### src/rtl/ccs_pkg.sv
// Shared constants and types for the card clock selector.
// Assumes at most a divide-by-8 chain and a four-bit command word.
package ccs_pkg;
    localparam int unsigned DIV_LOG2_MAX = 3;
    localparam int unsigned RATIO_W      = $clog2(DIV_LOG2_MAX + 1);
    localparam int unsigned CODE_W       = 4;

    localparam logic [CODE_W-1:0] CODE_RUN      = 4'd8;
    localparam logic [CODE_W-1:0] CODE_STOP_LO  = 4'd9;
    localparam logic [CODE_W-1:0] CODE_STOP_HI  = 4'd10;
    localparam logic [CODE_W-1:0] CODE_RSV_BASE = 4'd11;

    typedef enum logic [1:0] {
        RUN_ON      = 2'd0,
        RUN_STOP_LO = 2'd1,
        RUN_STOP_HI = 2'd2
    } run_e;

    typedef struct packed {
        run_e               run;
        logic [RATIO_W-1:0] ratio;
    } clk_cfg_t;
endpackage

### src/rtl/ccs_cmd_port.sv
// Programming port: latches the programming flag on chip-select fall and
// decodes the command word on chip-select rise into a target setting.
// Assumes all port lines are synchronous to clk.
module ccs_cmd_port
    import ccs_pkg::*;
(
    input  logic              clk,
    input  logic              rst_n,
    input  logic              cs_n,
    input  logic              prog_n,
    input  logic [CODE_W-1:0] code,
    output clk_cfg_t          tgt_cfg,
    output logic              vsel_5v,
    output logic              cmd_take
);
    logic cs_q;
    logic prog_held;
    logic cs_fall;
    logic cs_rise;

    assign cs_fall  = cs_q & ~cs_n;
    assign cs_rise  = ~cs_q & cs_n;
    assign cmd_take = cs_rise & prog_held;

    // Track chip select for edge detection.
    always_ff @(posedge clk) begin
        if (!rst_n) cs_q <= 1'b1;
        else        cs_q <= cs_n;
    end

    // Hold the programming flag from the chip-select falling edge.
    always_ff @(posedge clk) begin
        if (!rst_n)       prog_held <= 1'b0;
        else if (cs_fall) prog_held <= ~prog_n;
    end

    // Decode an accepted command into the target setting and supply select.
    always_ff @(posedge clk) begin
        if (!rst_n) begin
            tgt_cfg.run   <= RUN_STOP_LO;
            tgt_cfg.ratio <= '0;
            vsel_5v       <= 1'b0;
        end else if (cmd_take) begin
            if (!code[CODE_W-1]) begin
                tgt_cfg.ratio <= code[RATIO_W-1:0];
                vsel_5v       <= code[RATIO_W];
            end else begin
                case (code)
                    CODE_RUN:     tgt_cfg.run <= RUN_ON;
                    CODE_STOP_LO: tgt_cfg.run <= RUN_STOP_LO;
                    CODE_STOP_HI: tgt_cfg.run <= RUN_STOP_HI;
                    default:      ;
                endcase
            end
        end
    end
endmodule

### src/rtl/ccs_clk_gen.sv
// Divider and output stage: counts source rising edges, selects a tap,
// and adopts the target setting only at the aligned switch point.
// Assumes src_clk changes no faster than every second clk cycle.
module ccs_clk_gen
    import ccs_pkg::*;
#(
    parameter int unsigned STAGES = DIV_LOG2_MAX
) (
    input  logic     clk,
    input  logic     rst_n,
    input  logic     src_clk,
    input  clk_cfg_t tgt_cfg,
    output clk_cfg_t act_cfg,
    output logic     card_clk
);
    logic              src_q;
    logic              src_rise;
    logic              src_fall;
    logic              sw_point;
    logic [STAGES-1:0] cnt;
    logic [STAGES-1:0] cnt_nx;
    logic [STAGES:0]   taps;
    clk_cfg_t          act_nx;
    logic              clk_nx;

    assign src_rise = src_clk & ~src_q;
    assign src_fall = ~src_clk & src_q;
    assign sw_point = src_fall & (cnt == '0);
    assign cnt_nx   = src_rise ? cnt + 1'b1 : cnt;
    assign act_nx   = sw_point ? tgt_cfg : act_cfg;

    // Tap 0 is the source itself; tap k is counter bit k-1.
    assign taps[0] = src_clk;
    for (genvar k = 1; k <= STAGES; k++) begin : g_tap
        assign taps[k] = cnt_nx[k-1];
    end

    // Choose the next card clock level from run state and ratio.
    always_comb begin
        case (act_nx.run)
            RUN_STOP_LO: clk_nx = 1'b0;
            RUN_STOP_HI: clk_nx = 1'b1;
            default:     clk_nx = taps[act_nx.ratio];
        endcase
    end

    // Register source sample, edge count, active setting and output.
    always_ff @(posedge clk) begin
        if (!rst_n) begin
            src_q         <= 1'b0;
            cnt           <= '0;
            act_cfg.run   <= RUN_STOP_LO;
            act_cfg.ratio <= '0;
            card_clk      <= 1'b0;
        end else begin
            src_q    <= src_clk;
            cnt      <= cnt_nx;
            act_cfg  <= act_nx;
            card_clk <= clk_nx;
        end
    end
endmodule

### src/rtl/card_clk_sel.sv
// Top of the card clock selector: programming port plus divider stage.
// Assumes a synchronous programming host and a sampled source clock.
module card_clk_sel
    import ccs_pkg::*;
#(
    parameter int unsigned STAGES = DIV_LOG2_MAX
) (
    input  logic       clk,
    input  logic       rst_n,
    input  logic       cs_n,
    input  logic       prog_n,
    input  logic [1:0] addr,
    input  logic       cmd_rst,
    input  logic       cmd_io,
    input  logic       src_clk,
    output logic       card_clk,
    output logic       vsel_5v
);
    logic [CODE_W-1:0] cmd_code;
    logic              cmd_take;
    clk_cfg_t          tgt_cfg;
    clk_cfg_t          act_cfg;

    assign cmd_code = {cmd_io, cmd_rst, addr};

    ccs_cmd_port u_port (
        .clk      (clk),
        .rst_n    (rst_n),
        .cs_n     (cs_n),
        .prog_n   (prog_n),
        .code     (cmd_code),
        .tgt_cfg  (tgt_cfg),
        .vsel_5v  (vsel_5v),
        .cmd_take (cmd_take)
    );

    ccs_clk_gen #(.STAGES(STAGES)) u_gen (
        .clk      (clk),
        .rst_n    (rst_n),
        .src_clk  (src_clk),
        .tgt_cfg  (tgt_cfg),
        .act_cfg  (act_cfg),
        .card_clk (card_clk)
    );
endmodule

### config.mk
export PLATFORM = sky130hd
export DESIGN_NAME = card_clk_sel
export DESIGN_NICKNAME = d
export VERILOG_FILES = /design/src/rtl/ccs_pkg.sv /design/src/rtl/ccs_cmd_port.sv /design/src/rtl/ccs_clk_gen.sv /design/src/rtl/card_clk_sel.sv
export SDC_FILE = /design/constraint.sdc
export NUM_CORES = 1
export LEC_CHECK = 0
export BUFFER_PORTS_ARGS = -buffer_cell sky130_fd_sc_hd__buf_4
export CAP_MARGIN = 0
export CORE_MARGIN = 3
export CORE_UTILIZATION = 40
export DETAILED_ROUTE_END_ITERATION = 12
export GPL_TIMING_DRIVEN = 0
export PLACE_DENSITY = 0.6
export SYNTH_ARGS = -nofsm -noshare
export SYNTH_HDL_FRONTEND = slang
export SYNTH_HIERARCHICAL = 1
export SYNTH_SLANG_ARGS = --single-unit
export TNS_END_PERCENT = 5
### constraint.sdc
create_clock -name clk -period 3.2 [get_ports clk]
set_clock_uncertainty 0.15 [all_clocks]
set_input_delay 0.16 -clock clk [delete_from_list [all_inputs] [get_ports clk]]
set_output_delay 0.16 -clock clk [all_outputs]
set_load 0.02 [all_outputs]
==> flow_results.org <==
** Run status
- The run finished with clean final reports.

** Route
- After detailed routing, the number of remaining DRC violations is 0.
- For this run, the detailed router's first-pass iteration total came to 4.
- After detailed routing, the total wire length is 1270 µm.
- After detailed routing, the number of vias per cell comes to 4.84.
- Vias :: 576
- After the first detailed-routing iteration, the DRC count stood at 9.
- Number of nets still failing antenna checks after routing :: 0
- Dividing the detail-routed wire length by the instance count gives 10.7 µm.

** Floorplan
- Pin placement for this block handled 11 I/O pins.
- Site row count :: 15
- Initial standard-cell utilization of the core :: 0.429
- The core region is 1750 µm².
- Vertical extent of the die :: 49.3 µm
- In this run the horizontal extent of the chip is 49.3 µm.
- Die area :: 2430 µm²

** Logic synthesis
- Synth area leader :: sky130_fd_sc_hd__dfxtp_1
- The share of the Yosys chip area taken by registers is 0.427.
- Post-synthesis average cell area :: 9.86 µm²
- For this run, asynchronously set or reset flops after synthesis account for 0.
- In this run, synthesis inferred 0 flip-flops with an integrated enable.
- Cell types occupying the most area after synthesis :: sky130_fd_sc_hd__dfxtp_1 (43%), sky130_fd_sc_hd__mux2i_1 (6.7%), sky130_fd_sc_hd__ha_1 (5.0%)
- For this run, the leading register cell type out of synthesis is sky130_fd_sc_hd__dfxtp_1.
- The cell area that synthesis handed to floorplanning was 749 µm².
- Counting every instance in the synthesized netlist gives 76.
- Mapped Nets :: 88
- The synthesized design contains 16 register bits.
- The share of synthesized area in the top cell type comes to 0.427.
- In the synthesized netlist, the cells that appear most often are sky130_fd_sc_hd__dfxtp_1 (16), sky130_fd_sc_hd__nand2_1 (6), sky130_fd_sc_hd__mux2i_1 (5), sky130_fd_sc_hd__nor2b_1 (5).
- Syn. warnings :: 6
- Dominant cell by count in the synthesized netlist :: sky130_fd_sc_hd__dfxtp_1
- Yosys cell types :: 30

** Setup path
- CP bufs+invs :: 2
- Required @ worst endpoint :: 3.25 ns
- In this design, the critical path's most frequently occurring cell is sky130_fd_sc_hd__ha_1.
- Slowest library cell on the worst path :: sky130_fd_sc_hd__dfxtp_1
- STA puts the critical path data arrival time at 2.48 ns.
- Worst path top cell family by delay :: adder cells
- Cell breakdown of the critical path :: inv_1, ha_1, nor4bb_1, buf_4, mux2_2, ha_1, nand2_1, a41oi_1, o2111ai_1, o311ai_2
- The startpoint identified for the worst register-to-register timing path is u_gen/cnt[0].
- Setup slack on the worst reg-to-reg path comes out at 0.77 ns.
- Crit end category :: register
- CP peak stage delay :: 0.37 ns
- Launching element of the worst setup path :: u_gen/cnt[0]
- The worst setup path is launched from a register.
- By startpoint and endpoint, the worst setup path is classified as register to register.
- Of all nets on the critical path, the largest fanout is 5.

** Pwr
- IR analysis of the VDD net gives a maximum drop of 0.202 mV.
- PD cells :: 383 nW/µm²
- After layout, the design draws a total of 0.356 mW.
- Summed over all cells, the static leakage comes to 0.401 nW.

** Timing
- Static timing analysis puts the maximum clock frequency at 0.412 GHz.
- At the pin with the least slew margin, the transition time is 0.410 ns.
- Fin Setup TNS :: 0 ns
- Final Hold Vio Count :: 0
- Setup repair after global routing left no endpoint under its margin.
- Setup violations remaining at the end of the flow were counted as 0.
- Dividing the final minimum period by the clock period gives 0.759.
- Shortest clock period the worst path allows after layout :: 2.43 ns
- Max-slew violation count :: 0
- Measured against its own limit, the worst slew margin works out to 0.727.

** Worst hold path
- The startpoint identified for the worst hold timing path is rst_n.
- Min-Delay Path Class :: primary input to register

** Global routing
- The first global-routing pass estimated 2220 µm of wire.
- Total global routing overflow :: 0
- Global-route track usage on met3 :: 0.0550
- Via count of the first global-routing pass :: 554
- Met1 global-route usage :: 0.135
- The number of antenna violations at the first check in global routing came to 0.
- Entering global routing, the biggest net connects 11 pins.
- Global-route usage over all layers :: 0.119
- Global-route layer with the greatest usage :: met2
- In the global route stage, met2 resource usage came out at 0.201.

** Layout
- In the final layout, the share of cells above drive strength 1 is 0.202.
- Summing all non-filler instances in the final layout gives an area of 931 µm².
- Reg area :: 320 µm²
- Synthesis-to-finish area growth :: 24.2%
- Layout fillers :: 180
- 0 antenna diodes ended up in the layout.
- Final net count :: 108
- In the final layout, the multi-input gates occupy 403 µm².

** Placed design
- Summing all placed instances gives a cell area of 848 µm².
- HPWL Detailed :: 928 µm
- Port buffering added 9 buffers.
- The congestion estimate from routability-driven global placement came to 0.753.

** Run
- Across the run, the number of max-cap violations was 0.

** Clocking
- Clock-pin transition on the worst setup and hold timing paths :: 0.09 ns
- Counting along the longest clock path gives a buffer depth of 2.
- The clock net in this run drives a total of 16 sinks.
- Clock tree synthesis inserted a total of 3 buffers.
- Clock tree from TritonCTS :: built
- Buffer cell driving the clock tree root :: sky130_fd_sc_hd__clkbuf_4
- CTS built an H-tree with a depth of 1.
- Insertion delay to the later sink of the worst-skew pair :: 0.28 ns
power breakdown:
group	leakage [nW]	internal [mW]	switching (mW)
clock network	0.0138	0.0437	0.0587
registers	0.130	0.204	0.00495
logic	0.257	0.0267	0.0181
total	0.401	0.275	0.0818
layout by cell type, fill, tap and decap left out, drive strengths merged:
cell type and instances:
a21boi 1, a31oi 1, a41oi 1, and2 3, and3 1, and3b 1, and4bb 1, buf 10
clkbuf 5, dfxtp 16, dlygate4sd3 6, ha 3, inv 3, mux2 2, mux2i 5, nand2 6
nand2b 1, nand3 4, nand3b 3, nor2 4, nor2b 5, nor4bb 1, o2111ai 1, o211a 2
o21ai 4, o311ai 1, or2b 1, xnor2 1, xor2 1
layer usage:
layer,up-vias,share of wire
li1,303,-
met1,257,0.49
met2,13,0.44
met3,3,0.057
met4,0,0.0087
met5,-,0
state kept, by name (all words and copies together) (netlist names):
name	cells
u_port/tgt_cfg	4
u_port/vsel_5v	1
u_gen/card_clk	1
u_port/cs_q	1
u_port/prog_held	1
u_gen/act_cfg	4
u_gen/cnt	3
u_gen/src_q	1
per-stage QoR:
step	hold WS [ns]	std cells	util	worst slack [ns]
CTS	0.0351	119	0.533	0.747
global placement	0.221	110	0.486	0.775
global route	0.0552	119	0.533	0.551
detailed placement	0.230	110	0.486	0.763
finish	0.0319	119	0.533	0.772
floorplan	0.111	76	-	0.932
timing repair:
action	4_1_cts	5_1_grt
endpoints found under the hold margin	6	0
endpoints found under the setup margin	0	0
setup buffers	0	0
hold buffers	6	0
gates resized for setup	0	0
path summary, 6_finish.rpt:
check | end | cells after the start
setup / recovery | u_gen/card_clk | 10
hold / removal | u_gen/act_cfg[2] | 2
setup reg to reg | u_gen/card_clk | 10
hold reg to reg | u_port/tgt_cfg[1] | 2
kinds of logic (layout without fill, tap and decap cells):
logic type      count (synthesis)  count (layout)  share of synthesized area
mux                             7               7                      0.102
compound gates                 11              11                      0.117
xor+xnor                        2               2                     0.0234
buf+inv                         6              24                     0.0351
fa+ha+maj                       3               3                     0.0501
simple gates                   31              31                      0.245
flops                          16              16                      0.427
cell type report:
| cell class | instances | area share |
|---|---|---|
| multi-input cells | 54 | 0.433 |
| well taps | 25 | 0.0336 |
| flip-flops and latches | 16 | 0.344 |
| plain buffers | 3 | 0.0161 |
| repair buffers | 15 | 0.137 |
| inverters | 3 | 0.0121 |
| clock buffers | 3 | 0.0242 |
Note: power is estimated with default switching activity, not from simulation.
